<file path="src/rtl/dual_sar_pkg.sv">
package dual_sar_pkg;
    parameter int DATA_W      = 12;
    parameter int CONV_CYCLES = 16;   // must exceed DATA_W
    parameter int ADDR_W      = 1;
    localparam int N_ADDR     = 1 << ADDR_W;
    localparam int CNT_W      = $clog2(CONV_CYCLES + 1);
    localparam int N_LANE     = 2;

    typedef logic signed [DATA_W-1:0] sample_t;
    typedef logic [ADDR_W-1:0]        addr_t;
    typedef logic [CNT_W-1:0]         cnt_t;

    typedef struct packed {
        sample_t ch_a;
        sample_t ch_b;
    } pair_t;

    typedef enum logic {
        SEL_A = 1'b0,
        SEL_B = 1'b1
    } lane_e;

    localparam logic [DATA_W-1:0] SIGN_BIT = {1'b1, {(DATA_W-1){1'b0}}};

    function automatic logic [DATA_W-1:0] to_offset(sample_t s);
        return s ^ SIGN_BIT;
    endfunction

    function automatic sample_t from_offset(logic [DATA_W-1:0] u);
        return sample_t'(u ^ SIGN_BIT);
    endfunction

    function automatic sample_t pick_lane(pair_t p, lane_e l);
        return (l == SEL_B) ? p.ch_b : p.ch_a;
    endfunction
endpackage

</file>
<file path="src/rtl/sar_sequencer.sv">
module sar_sequencer
    import dual_sar_pkg::*;
(
    input  logic  clk,
    input  logic  rst,
    input  logic  start_n,
    input  addr_t addr,
    output logic  busy,
    output logic  begin_conv,
    output logic  finish,
    output addr_t addr_lat
);
    logic start_q;
    logic running;
    cnt_t cnt;
    logic fall_seen;

    assign fall_seen  = start_q & ~start_n;
    assign begin_conv = fall_seen & ~running;
    assign finish     = running && (cnt == cnt_t'(CONV_CYCLES));
    assign busy       = running | begin_conv;

    always_ff @(posedge clk) begin
        if (rst) begin
            start_q  <= 1'b1;
            running  <= 1'b0;
            cnt      <= '0;
            addr_lat <= '0;
        end else begin
            start_q <= start_n;
            if (begin_conv) begin
                running  <= 1'b1;
                cnt      <= cnt_t'(1);
                addr_lat <= addr;
            end else if (finish) begin
                running <= 1'b0;
                cnt     <= '0;
            end else if (running) begin
                cnt <= cnt + 1'b1;
            end
        end
    end

    // cycle one begins with the count at one
    p_begin_cycle_one_r2: assert property (@(posedge clk) disable iff (rst)
        begin_conv |=> (running && cnt == cnt_t'(1)));
    // busy ends after the last cycle
    p_busy_ends_r2: assert property (@(posedge clk) disable iff (rst)
        finish |=> !running);
    // a mid-conversion strobe neither restarts nor stalls the count
    p_no_restart_r9: assert property (@(posedge clk) disable iff (rst)
        (running && !finish) |=> (running && cnt == $past(cnt) + 1'b1));
    // captured address is held through the conversion
    p_addr_hold_r4: assert property (@(posedge clk) disable iff (rst)
        (running && !finish) |=> $stable(addr_lat));
endmodule

</file>
<file path="src/rtl/sar_lane.sv">
module sar_lane
    import dual_sar_pkg::*;
(
    input  logic    clk,
    input  logic    rst,
    input  logic    load,
    input  sample_t sample,
    output sample_t result
);
    logic [DATA_W-1:0] held;
    logic [DATA_W-1:0] code;
    logic [DATA_W-1:0] trial_mask;
    logic [DATA_W-1:0] trial;

    assign trial  = code | trial_mask;
    assign result = from_offset(code);

    always_ff @(posedge clk) begin
        if (rst) begin
            held       <= '0;
            code       <= '0;
            trial_mask <= '0;
        end else if (load) begin
            held       <= to_offset(sample);
            code       <= '0;
            trial_mask <= SIGN_BIT;
        end else if (trial_mask != '0) begin
            if (trial <= held)
                code <= trial;
            trial_mask <= trial_mask >> 1;
        end
    end

    // one bit decided per cycle, walking from MSB down
    p_mask_walk_r5: assert property (@(posedge clk) disable iff (rst)
        (!load && trial_mask != '0) |=> (trial_mask == ($past(trial_mask) >> 1)));
    p_mask_onehot_r5: assert property (@(posedge clk) disable iff (rst)
        $onehot0(trial_mask));
    // held sample only changes on a load
    p_held_stable_r3: assert property (@(posedge clk) disable iff (rst)
        !load |=> $stable(held));
endmodule

</file>
<file path="src/rtl/result_bank.sv">
module result_bank
    import dual_sar_pkg::*;
(
    input  logic    clk,
    input  logic    rst,
    input  logic    wr,
    input  addr_t   wr_addr,
    input  pair_t   wr_pair,
    input  logic    cs_n,
    input  logic    rd_n,
    input  addr_t   addr,
    output sample_t dout,
    output logic    dout_oe
);
    pair_t [N_ADDR-1:0] slots;
    lane_e              sel;
    logic               rd_q;
    addr_t              addr_q;
    logic               rd_rise;
    logic               ptr_clear;

    assign rd_rise   = rd_n & ~rd_q;
    assign ptr_clear = cs_n | (addr != addr_q);
    assign dout_oe   = ~cs_n & ~rd_n;
    assign dout      = dout_oe ? pick_lane(slots[addr], sel) : '0;

    always_ff @(posedge clk) begin
        if (rst) begin
            slots  <= '0;
            sel    <= SEL_A;
            rd_q   <= 1'b1;
            addr_q <= '0;
        end else begin
            rd_q   <= rd_n;
            addr_q <= addr;
            if (wr)
                slots[wr_addr] <= wr_pair;
            if (ptr_clear)
                sel <= SEL_A;
            else if (rd_rise)
                sel <= lane_e'(~sel);
        end
    end

    // chip select high clears the pointer
    p_cs_clear_r8: assert property (@(posedge clk) disable iff (rst)
        cs_n |=> (sel == SEL_A));
    // pointer flips after each strobe with the address steady
    p_toggle_r7: assert property (@(posedge clk) disable iff (rst)
        (!cs_n && rd_rise && addr == addr_q) |=> (sel != $past(sel)));
    // slots hold unless written
    p_slot_hold_r4: assert property (@(posedge clk) disable iff (rst)
        !wr |=> $stable(slots));
endmodule

</file>
<file path="src/rtl/dual_sar_core.sv">
module dual_sar_core
    import dual_sar_pkg::*;
(
    input  logic              clk,
    input  logic              rst,
    input  logic              start_n,
    input  logic [ADDR_W-1:0] addr,
    input  logic              cs_n,
    input  logic              rd_n,
    input  logic [DATA_W-1:0] samp_a,
    input  logic [DATA_W-1:0] samp_b,
    output logic              busy,
    output logic [DATA_W-1:0] dout,
    output logic              dout_oe
);
    logic    begin_conv;
    logic    finish;
    addr_t   addr_lat;
    sample_t [N_LANE-1:0] lane_in;
    sample_t [N_LANE-1:0] lane_out;
    pair_t   done_pair;
    sample_t bus_word;

    assign lane_in[0] = sample_t'(samp_a);
    assign lane_in[1] = sample_t'(samp_b);
    assign done_pair  = '{ch_a: lane_out[0], ch_b: lane_out[1]};
    assign dout       = bus_word;

    sar_sequencer u_seq (
        .clk        (clk),
        .rst        (rst),
        .start_n    (start_n),
        .addr       (addr),
        .busy       (busy),
        .begin_conv (begin_conv),
        .finish     (finish),
        .addr_lat   (addr_lat)
    );

    for (genvar g = 0; g < N_LANE; g++) begin : g_lane
        sar_lane u_lane (
            .clk    (clk),
            .rst    (rst),
            .load   (begin_conv),
            .sample (lane_in[g]),
            .result (lane_out[g])
        );
    end

    result_bank u_bank (
        .clk     (clk),
        .rst     (rst),
        .wr      (finish),
        .wr_addr (addr_lat),
        .wr_pair (done_pair),
        .cs_n    (cs_n),
        .rd_n    (rd_n),
        .addr    (addr),
        .dout    (bus_word),
        .dout_oe (dout_oe)
    );

    // the bus never drives a nonzero word while disabled
    p_bus_quiet_r6: assert property (@(posedge clk) disable iff (rst)
        !dout_oe |-> (dout == '0));
endmodule

</file>
<file path="config.mk">
export PLATFORM = sky130hd
export DESIGN_NAME = dual_sar_core
export DESIGN_NICKNAME = d
export VERILOG_FILES = /design/src/rtl/dual_sar_pkg.sv /design/src/rtl/sar_sequencer.sv /design/src/rtl/sar_lane.sv /design/src/rtl/result_bank.sv /design/src/rtl/dual_sar_core.sv
export SDC_FILE = /design/constraint.sdc
export NUM_CORES = 1
export LEC_CHECK = 0
export BUFFER_PORTS_ARGS = -buffer_cell sky130_fd_sc_hd__buf_2
export CAP_MARGIN = 40
export CORE_MARGIN = 5
export CORE_UTILIZATION = 30
export CTS_BUF_LIST = sky130_fd_sc_hd__clkbuf_16
export CTS_CLUSTER_DIAMETER = 80
export CTS_CLUSTER_SIZE = 14
export DETAILED_ROUTE_END_ITERATION = 8
export GPL_ROUTABILITY_DRIVEN = 0
export PLACE_DENSITY_LB_ADDON = 0.05
export RECOVER_POWER = 100
export SLEW_MARGIN = 0
export SYNTH_ARGS = -nofsm -noshare
export SYNTH_HDL_FRONTEND = slang
export SYNTH_SLANG_ARGS = --single-unit
</file>
<file path="constraint.sdc">
create_clock -name clk -period 2.07 [get_ports clk]
set_input_delay 0.207 -clock clk [delete_from_list [all_inputs] [get_ports clk]]
set_output_delay 0.207 -clock clk [all_outputs]
set_load 0.02 [all_outputs]
</file>
==> summary.txt <==
Global route
  – Vias in the first global route: 4743
  – Gr usage total: 0.144
  – GR Overflow Total: 0
  – Initial antenna violation count: 0
  – Wire length of the first global-routing pass: 24800 µm
  – Largest net degree at the start of global routing: 55

Synth
  – Syn nets: 705
  – Post-synth EDFFs: 0
  – Flops & latches, synth: ~130
  – Area leader, netlist: dfxtp_1
  – Largest family of logic cells by synthesized area: simple AND/OR/NAND/NOR gates
  – Post-Synth Simple-Gate Area: 0.220
  – Synth Area in Adders: 0.0559
  – Post-synthesis sequential area ratio: 0.450
  – Yosys warnings: 0
  – Area fraction in compound gates after synthesis: 0.144
  – Post-Synthesis Cells: between 600 and 700
  – Share of the synthesized area in the top cell type: 0.450
  – Mapped Area: approximately 0.0058 mm²
  – Asr flop ratio synth: 0
  – Distinct cells, synth: 52
  – Multiplexer share of the synthesized area: 0.0499
  – Synth area leaders: dfxtp_1 45%, nand2_1 9.0%, a21oi_1 5.8%
  – Ys flop type: dfxtp_1
  – Xor/xnor share of the synthesized area: 0.00752
  – Average cell area after synthesis: 8.97 µm²

Setup path
  – Startpoint types: register
  – CP startpoint: g_lane[0].u_lane.code[11]$_SDFFE_PP0P_
  – WP data arrival: 2.34 ns
  – Worst r2r src: g_lane[0].u_lane.code[11]$_SDFFE_PP0P_
  – Reg2reg end: g_lane[0].u_lane.code[4]$_SDFFE_PP0P_
  – WP depth: 7
  – Crit path max-delay family: compound AO/OA/AOI/OAI gates
  – Crit end category: register
  – Crit path cell chain: or2_2 -> ha_1 -> nand4_1 -> a211o_1 -> a31oi_4 -> buf_4 -> a21oi_1
  – CP endpoint: g_lane[0].u_lane.code[4]$_SDFFE_PP0P_
  – CP bufs+invs: 1
  – Slack of the worst reg-to-reg path: 0.04 ns
  – Critical path required time: between 2 and 2.5 ns
  – CP max stage delay: about 0.33 ns
  – Worst-path fanout max: 5
  – Kind of critical path: register to register
  – Worst Reg-to-Reg Cells: 7
  – Highest-delay cell along the critical path: dfxtp_1

Finish
  – Commonest non-fill, non-tap cell in the layout: nand2_1
  – Final nets: approximately 800
  – Finished Cell Area: around 0.0073 mm²
  – Antenna diodes: 0
  – Filler Cell Count: between 2000 and 2500
  – Area Growth Syn to Fin: 24.8%
  – Layout cells sized above 1: 0.226
  – Most frequent cells in the layout: 142 x nand2_1, 130 x dfxtp_1, 66 x a21oi_1

Detailed routing
  – Routed wire per std cell: around 15 µm
  – First-pass DRT Iterations: 6
  – Residual DRC: 0
  – Antenna-violating nets left: 0
  – Initial drt markers: 191
  – Drt via density: between 4 and 5
  – Via count: 4637
  – Total Wirelength: 15400 µm

Timing
  – Final slew viol count: 0
  – Hold_ws: roughly 0.017 ns
  – Slew @ Worst Pin: between 1 and 1.5 ns
  – Setup ws final: roughly 0.038 ns
  – Final Hold Fails: 0
  – Fmax: between 400 and 500 MHz
  – Crit path time final: ~2 ns
  – Fin crit share: 0.981
  – Max_slew headroom: 0.283
  – Clock skew: around 0.0050 ns
  – RSZ-0062 raised after global routing: yes
  – Final setup viols: 0

Floorplan
  – Initial Util: 0.302
  – Die area: around 0.022 mm²
  – Top Ports: 44
  – Die H: between 100 and 150 µm
  – FP Rows: 51
  – Core Region: around 0.019 mm²
  – Die W: around 150 µm

Pwr
  – Design Power: about 6 mW
  – Power per cell area: between 800 and 900 mW/mm²
  – P_leak: ~2.9 nW
  – Peak VDD IR: between 500 and 600 µV

Hold path
  – Worst hold path type: input port to register

Clocking
  – CTS sink count: about 130
  – CTS buffer count: 17
  – Root buffer cell: clkbuf_16
  – CTS tree: yes
  – Worst-skew pair later-pin latency: just over 0.4 ns
  – Clk buf depth: 2
  – Clk slew on worst S/H paths: around 0.060 ns
  – CTS HTree Levels: 4

Flow run
  – Max-cap violations: 0

Place
  – Place WS: 0.0646 ns
  – DP Area: between 0.006 and 0.007 mm²
  – IO Port Bufs: 43
  – Detailed Place HPWL: around 11000 µm

Outcome
  – Status: finished clean
[state kept, by name (all words and copies together) (netlist names)]
register	flops
u_seq.running	1
g_lane.u_lane.held	24
u_bank.rd_q	1
u_seq.cnt	5
g_lane.u_lane.trial_mask	24
u_seq.start_q	1
u_bank.addr_q	1
u_seq.addr_lat	1
u_bank.slots	48
g_lane.u_lane.code	24
u_bank.sel	1
[cell usage after synthesis, types with 4 or more instances]
cell type    n
a211oi_1    10
a21oi_1     67
a22oi_1      4
a22oi_2      7
and2_1      23
buf_2        9
buf_4        4
buf_6        4
clkbuf_1    15
dfxtp_1    131
ha_1        26
inv_1       47
mux4_2      12
nand2_1    140
nand4_1      9
nand4b_1    11
nor2_1      19
nor2_2       7
nor2b_1      5
nor4_1       4
o21ai_0      8
o21ai_2     19
or2_2       24
xor2_1       4
[layout make-up]
type,count,area (µm²),share of cell area
Multi-Input combinational cell,434,2730,0.376
Sequential cell,131,2620,0.361
Timing Repair Buffer,110,825,0.113
Clock buffer,17,425,0.0585
Tap cell,265,332,0.0456
Inverter,48,184,0.0253
Clock inverter,15,148,0.0203
[how the worst min path moves through the flow]
stage               slack, ns  cells past startpoint        from                                endpoint
finish                   0.02                      2   samp_a[0]   g_lane[0].u_lane.held[0]$_SDFFE_PP0P_
global route            0.008                      2   samp_a[0]   g_lane[0].u_lane.held[0]$_SDFFE_PP0P_
CTS                     0.005                      2   samp_a[0]   g_lane[0].u_lane.held[0]$_SDFFE_PP0P_
detailed placement       0.39                      2  samp_b[11]  g_lane[1].u_lane.held[11]$_SDFFE_PP0P_
global placement         0.39                      2  samp_b[11]  g_lane[1].u_lane.held[11]$_SDFFE_PP0P_
floorplan                0.28                      1        cs_n                 u_bank.sel$_SDFFE_PP0P_
[report_power, final]
group	switching (mW)	internal (mW)	leakage [nW]
Sequential	0.0229	2.57	1.06
Combinational	0.334	0.251	1.53
Clock	1.10	1.86	0.281
[worst reg2reg max path: stages, from the launching register on]
cell and delay [ns]:
dfxtp_1 0.33, or2_2 0.32, ha_1 0.32, nand4_1 0.13, a211o_1 0.33, a31oi_4 0.23, buf_4 0.19, a21oi_1 0.07
[repair_timing]
action	in CTS	in global routing
hold buffers	25	0
gates resized for setup	1	13
setup buffers	1	0
setup endpoints to repair	3	16
gates cloned	0	2
hold endpoints to repair	25	0
[cell families (layout without fill, tap and decap cells)]
group,Yosys count,after routing
AND/OR/NAND/NOR,260,260
XOR/XNOR,5,5
flip-flops,131,131
multiplexers,14,14
buffers and inverters,84,190
AO/OA/AOI/OAI,129,129
adder cells (fa/ha/maj),26,26
[metal layers]
layer	track usage	vias up	routed length [µm]
met1	0.191	2179	7490
met2	0.232	59	7130
met4	0.0554	0	342
li1	-	2379	-
met5	0	-	0
met3	0.0286	20	384
[stage by stage]
step / std cells / util / TNS, ns
after CTS: 1018 / 0.380 / 0
after global placement: 960 / 0.337 / 0
after global routing: 1020 / 0.377 / -0.262
final: 1020 / 0.377 / 0
after floorplan: 649 / - / 0
after detailed placement: 960 / 0.337 / 0
Note: power is estimated with default switching activity, not from simulation.
